## src/rtl/gpio_bank_pkg.sv

```systemverilog
package gpio_bank_pkg;
  localparam int GB_ADDR_W = 7;
  localparam int GB_DATA_W = 32;
  localparam int GB_MAX_PINS = 32;

  localparam logic [GB_ADDR_W-1:0] OFS_MODE   = 7'h00;
  localparam logic [GB_ADDR_W-1:0] OFS_DIR    = 7'h04;
  localparam logic [GB_ADDR_W-1:0] OFS_OUT    = 7'h08;
  localparam logic [GB_ADDR_W-1:0] OFS_IN     = 7'h0C;
  localparam logic [GB_ADDR_W-1:0] OFS_STAT   = 7'h10;
  localparam logic [GB_ADDR_W-1:0] OFS_CLR    = 7'h14;
  localparam logic [GB_ADDR_W-1:0] OFS_MASK   = 7'h18;
  localparam logic [GB_ADDR_W-1:0] OFS_UNMASK = 7'h1C;
  localparam logic [GB_ADDR_W-1:0] OFS_POL    = 7'h20;
  localparam logic [GB_ADDR_W-1:0] OFS_KIND   = 7'h24;
  localparam logic [GB_ADDR_W-1:0] OFS_FILT   = 7'h28;
  localparam logic [GB_ADDR_W-1:0] OFS_BOTH   = 7'h4C;
endpackage

```

## src/rtl/gpio_bank_sync.sv

```systemverilog
module gpio_bank_sync #(
  parameter int WIDTH = 32
) (
  input  logic             clk,
  input  logic             rst,
  input  logic [WIDTH-1:0] async_in,
  output logic [WIDTH-1:0] sync_out
);
  logic [WIDTH-1:0] stage1_q;
  logic [WIDTH-1:0] stage2_q;

  always_ff @(posedge clk) begin
    if (rst) begin
      stage1_q <= '0;
      stage2_q <= '0;
    end else begin
      stage1_q <= async_in;
      stage2_q <= stage1_q;
    end
  end

  assign sync_out = stage2_q;
endmodule

```

## src/rtl/gpio_bank_sense.sv

```systemverilog
module gpio_bank_sense #(
  parameter int NUM_PINS = 32
) (
  input  logic                clk,
  input  logic                rst,
  input  logic [NUM_PINS-1:0] pin_sync,
  input  logic [NUM_PINS-1:0] irq_mode,
  input  logic [NUM_PINS-1:0] neg_logic,
  input  logic [NUM_PINS-1:0] edge_kind,
  input  logic [NUM_PINS-1:0] any_edge,
  input  logic [NUM_PINS-1:0] clr_req,
  output logic [NUM_PINS-1:0] status
);
  logic [NUM_PINS-1:0] prev_q;

  always_ff @(posedge clk) begin
    if (rst) prev_q <= '0;
    else     prev_q <= pin_sync;
  end

  for (genvar i = 0; i < NUM_PINS; i++) begin : g_pin
    logic rise, fall, hit, edge_on, held_q;

    assign rise    = pin_sync[i] & ~prev_q[i];
    assign fall    = ~pin_sync[i] & prev_q[i];
    assign hit     = any_edge[i] ? (rise | fall) : (neg_logic[i] ? fall : rise);
    assign edge_on = irq_mode[i] & edge_kind[i];

    // a new edge wins over a clear arriving in the same cycle
    always_ff @(posedge clk) begin
      if (rst || !edge_on) held_q <= 1'b0;
      else if (hit)        held_q <= 1'b1;
      else if (clr_req[i]) held_q <= 1'b0;
    end

    assign status[i] = irq_mode[i] &
                       (edge_kind[i] ? held_q : (pin_sync[i] ^ neg_logic[i]));
  end
endmodule

```

## src/rtl/gpio_bank.sv

```systemverilog
module gpio_bank
  import gpio_bank_pkg::*;
#(
  parameter int NUM_PINS  = 32,
  parameter bit BOTH_EDGE = 1'b1
) (
  input  logic                 clk,
  input  logic                 rst,
  input  logic                 bus_sel,
  input  logic                 bus_wr,
  input  logic [GB_ADDR_W-1:0] bus_addr,
  input  logic [GB_DATA_W-1:0] bus_wdata,
  output logic [GB_DATA_W-1:0] bus_rdata,
  input  logic [NUM_PINS-1:0]  pin_in,
  output logic [NUM_PINS-1:0]  pin_out,
  output logic [NUM_PINS-1:0]  pin_oe,
  output logic                 irq
);
  localparam int W = NUM_PINS;

  logic [W-1:0] mode_q, dir_q, out_q, pol_q, kind_q, filt_q, en_q, both_q;
  logic [W-1:0] pin_sync, status, clr_vec, wbits;
  logic         wr_en, rd_en;
  logic [GB_DATA_W-1:0] rd_mux, rdata_q;
  logic [W-1:0] oe_q;
  logic         irq_q;

  assign wr_en = bus_sel & bus_wr;
  assign rd_en = bus_sel & ~bus_wr;
  assign wbits = bus_wdata[W-1:0];

  gpio_bank_sync #(.WIDTH(W)) u_sync (
    .clk      (clk),
    .rst      (rst),
    .async_in (pin_in),
    .sync_out (pin_sync)
  );

  always_ff @(posedge clk) begin
    if (rst) begin
      mode_q <= '0;
      dir_q  <= '0;
      out_q  <= '0;
      pol_q  <= '0;
      kind_q <= '0;
      filt_q <= '0;
      en_q   <= '0;
    end else if (wr_en) begin
      case (bus_addr)
        OFS_MODE:   mode_q <= wbits;
        OFS_DIR:    dir_q  <= wbits;
        OFS_OUT:    out_q  <= wbits;
        OFS_POL:    pol_q  <= wbits;
        OFS_KIND:   kind_q <= wbits;
        OFS_FILT:   filt_q <= wbits;
        OFS_MASK:   en_q   <= en_q & wbits;
        OFS_UNMASK: en_q   <= en_q | wbits;
        default: ;
      endcase
    end
  end

  if (BOTH_EDGE) begin : g_both
    logic [W-1:0] both_r;
    always_ff @(posedge clk) begin
      if (rst) both_r <= '0;
      else if (wr_en && bus_addr == OFS_BOTH) both_r <= wbits;
    end
    assign both_q = both_r;
  end else begin : g_no_both
    assign both_q = '0;
  end

  assign clr_vec = (wr_en && bus_addr == OFS_CLR) ? wbits : '0;

  gpio_bank_sense #(.NUM_PINS(W)) u_sense (
    .clk       (clk),
    .rst       (rst),
    .pin_sync  (pin_sync),
    .irq_mode  (mode_q),
    .neg_logic (pol_q),
    .edge_kind (kind_q),
    .any_edge  (both_q),
    .clr_req   (clr_vec),
    .status    (status)
  );

  always_comb begin
    rd_mux = '0;
    case (bus_addr)
      OFS_MODE: rd_mux[W-1:0] = mode_q;
      OFS_DIR:  rd_mux[W-1:0] = dir_q;
      OFS_OUT:  rd_mux[W-1:0] = out_q;
      OFS_IN:   rd_mux[W-1:0] = pin_sync;
      OFS_STAT: rd_mux[W-1:0] = status;
      OFS_MASK: rd_mux[W-1:0] = en_q;
      OFS_POL:  rd_mux[W-1:0] = pol_q;
      OFS_KIND: rd_mux[W-1:0] = kind_q;
      OFS_FILT: rd_mux[W-1:0] = filt_q;
      OFS_BOTH: rd_mux[W-1:0] = both_q;
      default:  rd_mux = '0;
    endcase
  end

  always_ff @(posedge clk) begin
    if (rst) begin
      rdata_q <= '0;
      oe_q    <= '0;
      irq_q   <= 1'b0;
    end else begin
      if (rd_en) rdata_q <= rd_mux;
      oe_q  <= dir_q & ~mode_q;
      irq_q <= |(status & en_q);
    end
  end

  assign bus_rdata = rdata_q;
  assign pin_out   = out_q;
  assign pin_oe    = oe_q;
  assign irq       = irq_q;
endmodule

```

## config.mk

```make
export PLATFORM = sky130hd
export DESIGN_NAME = gpio_bank
export DESIGN_NICKNAME = d
export VERILOG_FILES = /design/src/rtl/gpio_bank_pkg.sv /design/src/rtl/gpio_bank_sync.sv /design/src/rtl/gpio_bank_sense.sv /design/src/rtl/gpio_bank.sv
export SDC_FILE = /design/constraint.sdc
export NUM_CORES = 1
export LEC_CHECK = 0
export BUFFER_PORTS_ARGS = -buffer_cell sky130_fd_sc_hd__buf_4
export CAP_MARGIN = 10
export CORE_AREA = 2 2 218 220
export DETAILED_ROUTE_END_ITERATION = 10
export DIE_AREA = 0 0 220 222
export PLACE_DENSITY_LB_ADDON = 0.12
export SLEW_MARGIN = 15
export SYNTH_ARGS = -nofsm -noshare
export SYNTH_HDL_FRONTEND = slang
export SYNTH_HIERARCHICAL = 1
export SYNTH_SLANG_ARGS = --single-unit
```

## constraint.sdc

```tcl
create_clock -name clk -period 2.2 [get_ports clk]
set_clock_uncertainty 0.15 [all_clocks]
set_input_delay 0.55 -clock clk [delete_from_list [all_inputs] [get_ports clk]]
set_output_delay 0.55 -clock clk [all_outputs]
set_load 0.01 [all_outputs]
```

# Word-level counts from Yosys, hierarchy flattened
# Cells that the tools add are included.
dict set report word_totals {
  in_bits 75
  word_cells 592
  out_inout_bits 97
  latch_bits 0
  romBits 0
  ram_bits 0
  memories 0
  reg_bits 449
}
dict set report op_classes {
  n_shift 0
  n_lt_le_gt_ge 0
  n_addsub 0
  n_mul 0
  n_eq_ne 11
  bitwise 264
  mux 163
  reduce_logical 108
  n_div 0
}
# cell n
set op_table {}
lappend op_table {{one-hot mux 32 bit (10 select lines)} 1}
lappend op_table {{two-way mux 1 bit} 160}
lappend op_table {{AND 1 bit} 130}
lappend op_table {{AND 32 bit} 3}
lappend op_table {{nonzero test 2 bit} 33}
lappend op_table {{NOT 1 bit} 65}
lappend op_table {{one-hot mux 32 bit (2 select lines)} 1}
lappend op_table {{zero test 1 bit} 32}
lappend op_table {{logical OR 1 bit} 32}
lappend op_table {{two-way mux 32 bit} 1}
lappend op_table {{NOT 32 bit} 1}
lappend op_table {{bitwise OR 1 bit} 32}
lappend op_table {{bitwise OR 32 bit} 1}
lappend op_table {{OR reduction 32 bit} 1}
lappend op_table {{XOR 1 bit} 32}
lappend op_table {{equality test 7 x 5 -> 1 bit, second input constant} 4}
lappend op_table {{equality test 7 x 6 -> 1 bit, second input constant} 3}
lappend op_table {{equality test 7 x 4 -> 1 bit, second input constant} 2}
lappend op_table {{AND reduction 2 bit} 7}
lappend op_table {{equality test 7 x 3 -> 1 bit, second input constant} 1}
lappend op_table {{equality test 7 bit, second input constant} 1}
lappend op_table {{zero test 7 bit} 1}
lappend op_table {{logical AND 1 bit} 2}

# Logic depth before layout (Yosys ltp)
# Gate-level depths: netlist (run 1).
dict set report depth {
  depth_word 5
  ltp_mapped 8
  ltp_nobuf 8
}

# By module
# The synthesis (run 1) kept the hierarchy.
# module area_per_inst_um2 instances cells_per_inst
set modules_own_cells {}
lappend modules_own_cells {gpio_bank 14063.5 1 1752}
lappend modules_own_cells {gpio_bank_sense 4805.9 1 551}
lappend modules_own_cells {gpio_bank_sync 1918.1 1 135}

# Worst setup path after synthesis (run 1)
# No wires, ideal clock.
dict set report synth_path {
  kind {input port to flip-flop}
  from {in bus_addr[4]}
  to {reg rdata_q[17], in the netlist bus_rdata[17]}
  setup_time_ns 0.128
  path_stages 8
  t_arrival_ns 1.971
  setup_slack_ns -0.048
  path_cell_list {buf_2 buf_2 buf_2 mux2i_1 a2bb2oi_1 o21ai_0 o32ai_1 nor2_1}
}
dict set report synth_via {
  elab_chain_len 2
}
# element line_no
set synth_rtl {}
lappend synth_rtl {{start: declaration} gpio_bank.sv:11} ;# input logic [GB_ADDR_W-1:0] bus_addr,
lappend synth_rtl {{equality test 7 bit, or another cell as far along} gpio_bank.sv:90} ;# case (bus_addr)
lappend synth_rtl {{one-hot mux 32 bit (10 select lines) *} gpio_bank.sv:90}
lappend synth_rtl {{end signal: assignment} gpio_bank.sv:111} ;# if (rd_en) rdata_q <= rd_mux;
lappend synth_rtl {{end: declaration} gpio_bank.sv:24} ;# logic [GB_DATA_W-1:0] rd_mux, rdata_q;
# Mark *: on every way between the ends. The rest lies on a longest branch, timed or not.
# A chain may end at the register's enable or synchronous reset.

# Worst setup path in the final report (run 1)
dict set report layout_path {
  from {reg pol_q[29]}
  to {reg irq_q, in the netlist irq}
}
dict set report layout_via {
  elab_chain_len 5
}
# element line_no
set layout_rtl {}
lappend layout_rtl {{start: declaration} gpio_bank.sv:21} ;# logic [W-1:0] mode_q, dir_q, out_q, pol_q, kind_q, filt_q, en_q, both_q;
lappend layout_rtl {{start signal: assignment} gpio_bank.sv:53} ;# OFS_POL: pol_q <= wbits;
lappend layout_rtl {{XOR 1 bit} gpio_bank_sense.sv:37} ;# (edge_kind[i] ? held_q : (pin_sync[i] ^ neg_logic[i]));
lappend layout_rtl {{two-way mux 1 bit} gpio_bank_sense.sv:37}
lappend layout_rtl {{AND 1 bit} gpio_bank_sense.sv:36} ;# assign status[i] = irq_mode[i] &
lappend layout_rtl {{named net status[29]} gpio_bank.sv:22} ;# logic [W-1:0] pin_sync, status, clr_vec, wbits;
lappend layout_rtl {{AND 32 bit} gpio_bank.sv:113} ;# irq_q <= |(status & en_q);
lappend layout_rtl {{OR reduction 32 bit} gpio_bank.sv:113}
lappend layout_rtl {{end signal: assignment} gpio_bank.sv:113}
lappend layout_rtl {{end: declaration} gpio_bank.sv:26} ;# logic irq_q;
# The timed path passes the listed nets, and every way through them passes these cells.

==> results.md, run 1 <==
* Max incr delay on CP at 0.43 ns
* Worst Setup Path Type: flop to flop
* Placed cell area at 23320 um^2
* I/O pin count at 172
* Util after Layout at 54.22%
* Synthesized Nets at 2577
* Die Ht at 222 um
* Die area at 48840 um^2
* Min cycle time layout at 1.982 ns
* Initial antenna violation count at 1
* Static leakage at 8.760 nW
* Worst-Margin Slew at 0.7269 ns
* Drt drc at 0
* R2R Setup Slk at 0.22 ns
* Post-Syn Instances at 2438
* Clk sink count at 449
* CP Capture Type: flop
* 1st-pass router iterations at 5
* Ys async rst share at 0%
* Post-DP HPWL at 48.97 mm
* Fill cell count at 4299
* Hold Buf Count CTS at 9
* DP Worst Slack at -0.2428 ns
* CTS Buffer Depth at 3
* H-Tree Depth at 2
* Core ar. at 46260 um^2
* Fin crit share at 90.07%
* Routed WL at 71.58 mm
* Crit Path Max Fanout at 4
* Worst VDD drop at 0.0005713 V
* Setup ws final at 0.2185 ns
* Fmax at 0.5047 GHz
* Max Slew Vio Count at 0
* Reg2reg path depth at 7
* Root Buffer: clkbuf_16
* Tot GR Track Use at 28.90%
* Post-CTS Setup Bufs at 0
* Most common cell after layout, fill and taps aside: nand2_1
* Initial core utilization at 44.94%
* Synthesized area at 20790 um^2
* Cell Chain, Critical Path: xnor2_1 -> a21oi_1 -> a22oi_1 -> nand4_1 -> nor4_1 -> buf_4 -> nor2_1
* Register area share after synthesis at 43.24%
* Max-cap violations at 0
* WP data required at 2.51 ns
* RePlAce Congestion at 0.8855
* Wirelength per Cell at 21.86 um
* Post-synth top area cell: dfxtp_1
* Total chip power at 0.01801 W
* Commonest register cell after synthesis: dfxtp_1
* Unrepaired setup endpoints after global routing: no
* Worst skew pair latency at 0.60 ns
* Cell variety after synth at 56
* GR Overflow Total at 0
* Fin. Hold Viols at 0
* Top cell type's share of synthesized area at 43.24%
* CP bufs+invs at 1
* Setup violators final at 0
* Final net count at 2765
* Layout area overhead at 20.66%
* Synth top area cells: dfxtp_1 43%, nand2_1 10%, a21oi_1 6.9%
* Total stage count of the critical path at 7
* Share of cells above drive strength 1 at 21.56%
* Pwr Density at 718.0 nW/um^2
* Slowest CP cell: dfxtp_1
* Via count at 18342
* Yosys reg bits at 449
* Initial DRC count at 1639
* TritonCTS clock tree: built
* Startpoint types: flop
* Die outline width at 220 um
* Hold Path Depth at 2
* Reg clk slew, reported paths at 0.06 ns
* FP Rows at 79
* Syn avg cell area at 8.526 um^2
* Status: completed
* First-pass GRT wire length at 107.7 mm
* Vias in the first global route at 17437
* HP Class: primary input to flop
* Post-Layout Inst Area at 25080 um^2
* Most frequent cells in the layout: 555 x nand2_1, 449 x dfxtp_1, 290 x buf_4, 288 x a21oi_1, 105 x nor2_1
* PortBufs at 171
* YS warnings at 6
* CP top delay family: compound AO/OA/AOI/OAI gates
* Via-to-Cell Ratio at 5.602
* Worst slew margin at 51.54%
* CTS Buf Count at 49
* Largest net degree at the start of global routing at 71
* Ant. Diodes at 0
* Final ANT Viol Nets at 0
* CP arrival at 2.29 ns
* Post-cts sizing count at 0
* Number of synthesized flops with an enable pin at 0
[path summary, 6_finish.rpt]
kind | startpoint | end
worst min register to register | u_sync/stage1_q[6]$_SDFF_PP0_ | u_sync/sync_out[6]$_SDFF_PP0_
worst max-delay path | pol_q[29]$_SDFFE_PP0P_ | irq$_SDFF_PP0_
worst max register to register | pol_q[29]$_SDFFE_PP0P_ | irq$_SDFF_PP0_
worst min-delay path | pin_in[22] | u_sync/stage1_q[22]$_SDFF_PP0_
[power breakdown]
| group | total, W | switching (W) | internal, W |
|---|---|---|---|
| Combinational | 0.00116 | 0.000678 | 0.000480 |
| Sequential | 0.00829 | 0.0000707 | 0.00822 |
| Clock | 0.00856 | 0.00346 | 0.00509 |
| Total | 0.0180 | 0.00421 | 0.0138 |
[area by class of cell]
class	count	area, um^2	share of cell area [%]
Inverter	97	364.1	1.452
Clock buffer	75	1476	5.886
Timing Repair Buffer	325	2783	11.09
Multi-Input combinational cell	1704	10520	41.94
Tap cell	607	759.5	3.028
Clock inverter	17	192.7	0.7682
Sequential cell	449	8989	35.84
[synthesized netlist by cell type, types with 4 or more instances]
library cell	count
nand2_1	555
dfxtp_1	449
a21oi_1	288
nor2_1	108
inv_1	97
clkbuf_1	90
mux2i_1	79
o21ai_0	79
a22oi_1	70
ha_1	64
nor2b_2	60
buf_2	52
and2_1	34
buf_4	33
nand2b_1	33
a211oi_2	32
mux2_4	32
nor3b_1	32
o21ai_2	32
xnor2_1	32
a2bb2oi_1	26
o32ai_1	25
o22ai_1	19
o221ai_1	18
nand3_1	12
a211oi_1	9
buf_6	9
nor2b_1	9
a32oi_1	7
nand4_1	7
nor3_1	7
a221oi_1	5
a311oi_1	4
[metrics by stage]
| step | std cells | TNS [ns] | hold slack (ns) |
|---|---|---|---|
| 2_1_floorplan | 2438 | -0.5357 | 0.2638 |
| 3_3_place_gp | 3173 | -15.42 | 0.2694 |
| 3_5_place_dp | 3173 | -19.48 | 0.2741 |
| 4_1_cts | 3274 | 0 | 0.001476 |
| 5_1_grt | 3274 | 0 | 0.01560 |
| 6_report | 3274 | 0 | 0.01647 |
[routing by layer]
metal | track usage (%) | wire length, um
met3 | 4.390 | 4864
met1 | 39.42 | 31260
met5 | 0 | 8
met2 | 45.50 | 32660
met4 | 11.82 | 2790
[kinds of logic after synthesis]
kind of cell,share of synthesized area (%)
flip-flops,43.24
XOR/XNOR,1.348
AND/OR/NAND/NOR,19.64
adder cells (fa/ha/maj),3.852
multiplexers,6.115
buffers and inverters,6.489
AO/OA/AOI/OAI,19.31
[registers in the layout (all words and copies together) (netlist names)]
name and cells:
en_q 32, pol_q 32, u_sense/g_pin.held_q 32, pin_out 32, u_sense/prev_q 32, filt_q 32, u_sync/stage1_q 32, bus_rdata 32
dir_q 32, kind_q 32, mode_q 32, both_q 32, pin_oe 32, u_sync/sync_out 32, irq 1
(Power assumes the default switching activity.)
==> run 2, diff against run 1 <==
--- a/config.mk
+++ b/config.mk
@@ -5,11 +5,13 @@
 export SDC_FILE = /design/constraint.sdc
 export NUM_CORES = 1
 export LEC_CHECK = 0
+export ABC_AREA = 1
 export BUFFER_PORTS_ARGS = -buffer_cell sky130_fd_sc_hd__buf_4
 export CAP_MARGIN = 10
-export CORE_AREA = 2 2 218 220
+export CORE_AREA = 2 2 223 225
+export CTS_BUF_LIST = sky130_fd_sc_hd__clkbuf_8
 export DETAILED_ROUTE_END_ITERATION = 10
-export DIE_AREA = 0 0 220 222
+export DIE_AREA = 0 0 225 227
 export PLACE_DENSITY_LB_ADDON = 0.12
 export SLEW_MARGIN = 15
 export SYNTH_ARGS = -nofsm -noshare
==> results.md, run 2 <==
* Status: completed
* Die area at 51080 um^2 (+4.6%)
* Top post-synthesis cells by count: 598 x inv_1, 456 x nand3_1, 449 x dfxtp_1, 418 x nand2_1, 293 x a21oi_1
* Max incr delay on CP at 0.45 ns (+0.02 ns)
* Most frequent cell after synthesis: inv_1
* Register area share after synthesis at 41.59% (-1.6 points)
* Cell variety after synth at 29 (-48%)
* Post-DP HPWL at 45.37 mm (-7.4%)
* Final Instance Count excl. Fillers at 3998 (+22%)
* Post-cts sizing count at 0 (unchanged)
* Most frequent cells in the layout: 623 x inv_1, 452 x nand3_1, 449 x dfxtp_1, 417 x nand2_1, 293 x a21oi_1
* Fill cell count at 4663 (+8.5%)
* Min cycle time layout at 1.969 ns (-0.01272 ns)
* Yosys reg bits at 449 (unchanged)
* Most common cell after layout, fill and taps aside: inv_1
* Tot GR Track Use at 26.19% (-2.7 points)
* Largest net degree at the start of global routing at 93 (+31%)
* RePlAce Congestion at 0.8679 (-2.0%)
* Slowest CP cell: dfxtp_1
* H-Tree Depth at 3 (+1)
* Commonest register cell after synthesis: dfxtp_1
* Cell Chain, Critical Path: buf_4
* Synthesized Nets at 3233 (+25%)
* CP arrival at 1.27 ns (-1.02 ns)
* Worst-Margin Slew at 0.4967 ns (-0.2303 ns)
* Worst Setup Path Type: flop to primary output
* Final TNS setup at 0 ns (unchanged)
* Crit Path Max Fanout at 3 (-1)
* Unrepaired setup endpoints after global routing: no
* Max Slew Vio Count at 0 (unchanged)
* Synth top area cells: dfxtp_1 42%, nand3_1 11%, inv_1 10%
* Initial core utilization at 44.52% (-0.42 points)
* Post-CTS Setup Bufs at 0 (unchanged)
* Post-synth top area cell: dfxtp_1
* Clk sink count at 449 (unchanged)
* Util after Layout at 54.19% (about the same)
* Ys async rst share at 0% (unchanged)
* Reg clk slew, reported paths at 0.06 ns (about the same)
* Fin Hold WS at 0.05937 ns (+0.04290 ns)
* WP data required at 1.50 ns (-1.01 ns)
* Ant. Diodes at 0 (unchanged)
* Multi-input gate area at 9568 um^2 (-9.0%)
* Share of cells above drive strength 1 at 14.28% (-7.3 points)
* Via count at 20731 (+13%)
* YS warnings at 6 (unchanged)
* CP Capture Type: primary output
* Placed insts at 3828 (+21%)
* Static leakage at 11.24 nW (+28%)
* PortBufs at 171 (unchanged)
* Fmax at 0.5079 GHz (+0.65%)
* Number of synthesized flops with an enable pin at 0 (unchanged)
* Wirelength per Cell at 16.77 um (-23%)
* Via-to-Cell Ratio at 5.185 (-7.4%)
* 1st-pass router iterations at 5 (unchanged)
* Synthesized area at 21610 um^2 (+4.0%)
* Top cell type's share of synthesized area at 41.59% (-1.6 points)
* CP top delay family: flip-flops
* Worst skew pair latency at 0.65 ns (+0.05 ns)
* Vias in the first global route at 19606 (+12%)
* GR Overflow Total at 0 (unchanged)
* Worst VDD drop at 0.0005214 V (-8.7%)
* TritonCTS clock tree: built
* Core ar. at 48550 um^2 (+4.9%)
* Layout area overhead at 21.73%
* Pwr Density at 652.7 nW/um^2 (-9.1%)
* CP bufs+invs at 1 (unchanged)
* Fin. Hold Viols at 0 (unchanged)
* Die outline width at 225 um (+2.3%)
* FP Rows at 81 (+2.5%)
* Final net count at 3458 (+25%)
* Initial DRC count at 1552 (-5.3%)
* Root Buffer: clkbuf_8
* Setup violators final at 0 (unchanged)
* Worst slew margin at 66.63% (+15 points)
* Max-cap violations at 0 (unchanged)
* CTS Buf Count at 79 (+61%)
* Hold Buf Count CTS at 32 (+23)
* Drt drc at 0 (unchanged)
* HP Class: primary input to flop
* I/O pin count at 172 (unchanged)
* First-pass GRT wire length at 106.0 mm (-1.6%)
* Final ANT Viol Nets at 0 (unchanged)
* Total chip power at 0.01717 W (-4.7%)
* Syn avg cell area at 6.985 um^2 (-18%)
* Post-Syn Instances at 3094 (+27%)
* Storage cell area at 8989 um^2 (unchanged)
* Routed WL at 67.06 mm (-6.3%)
* CTS Buffer Depth at 3 (unchanged)
* Initial antenna violation count at 1 (unchanged)
* Fin crit share at 89.49% (-0.58 points)
* Startpoint types: flop
* Die Ht at 227 um (+2.3%)
-- run 2: cell count changes after synthesis, moves of 33 or more --
cell      delta
nor2_1     +128
nand2b_1    -33
nand3_1    +444
nor2b_2     -60
nand2_1    -137
a22oi_1     -70
mux2i_1     -79
and2_1      -34
o21ai_0    +125
inv_1      +501
-- run 2: routing by layer --
layer / GRT usage, % / vias up / share of wire (%) / routed length [um]
met5: 0 / - / 0.013 / 9
met4: 10.77 / 2 / 3.2 / 2166
met3: 4.427 / 127 / 6.5 / 4335
met2: 42.15 / 652 / 45 / 30310
met1: 34.95 / 9657 / 45 / 30240
li1: - / 10293 / - / -
-- run 2: path summary, 6_finish.rpt --
check                           slack (ns)                             end  depth (start not counted)                            from
worst min-delay path                  0.06           en_q[20]$_SDFFE_PP0P_                          2                             rst
worst max register to register        0.30                  irq$_SDFF_PP0_                         10   u_sync/sync_out[6]$_SDFF_PP0_
worst min register to register        0.24  u_sync/sync_out[21]$_SDFF_PP0_                          2  u_sync/stage1_q[21]$_SDFF_PP0_
worst max-delay path                  0.23                      pin_out[0]                          1         pin_out[0]$_SDFFE_PP0P_
-- run 2: cells by family (layout without fill, tap and decap cells) --
kind of cell	after synthesis	count (layout)	share of synthesized area [%]
AND/OR/NAND/NOR	1179	1179	24.34
AO/OA/AOI/OAI	622	622	15.86
buffers and inverters	780	1062	14.50
adder cells (fa/ha/maj)	64	64	3.705
flip-flops	449	449	41.59
-- run 2: stage by stage --
step | instance area [um^2] | setup WS [ns]
after floorplan | 21610 | 0.1299
after global placement | 24390 | -0.1615
after detailed placement | 24390 | -0.1588
after CTS | 26310 | 0.1854
after global routing | 26310 | 0.1202
final | 26310 | 0.2312
-- run 2: report_power, final --
group          switching, W  internal (W)  total (W)
Combinational      0.000669      0.000389    0.00106
Clock               0.00349       0.00435    0.00784
Sequential        0.0000585       0.00822    0.00827
Total               0.00422        0.0130     0.0172
-- run 2: layout make-up --
class	count	area share, %
timing repair buffer	316	11.72
sequential	449	34.17
tap	622	2.958
multi-input combinational	1865	36.37
clock inverter	40	0.9512
inverter	608	8.704
clock buffer	98	5.127
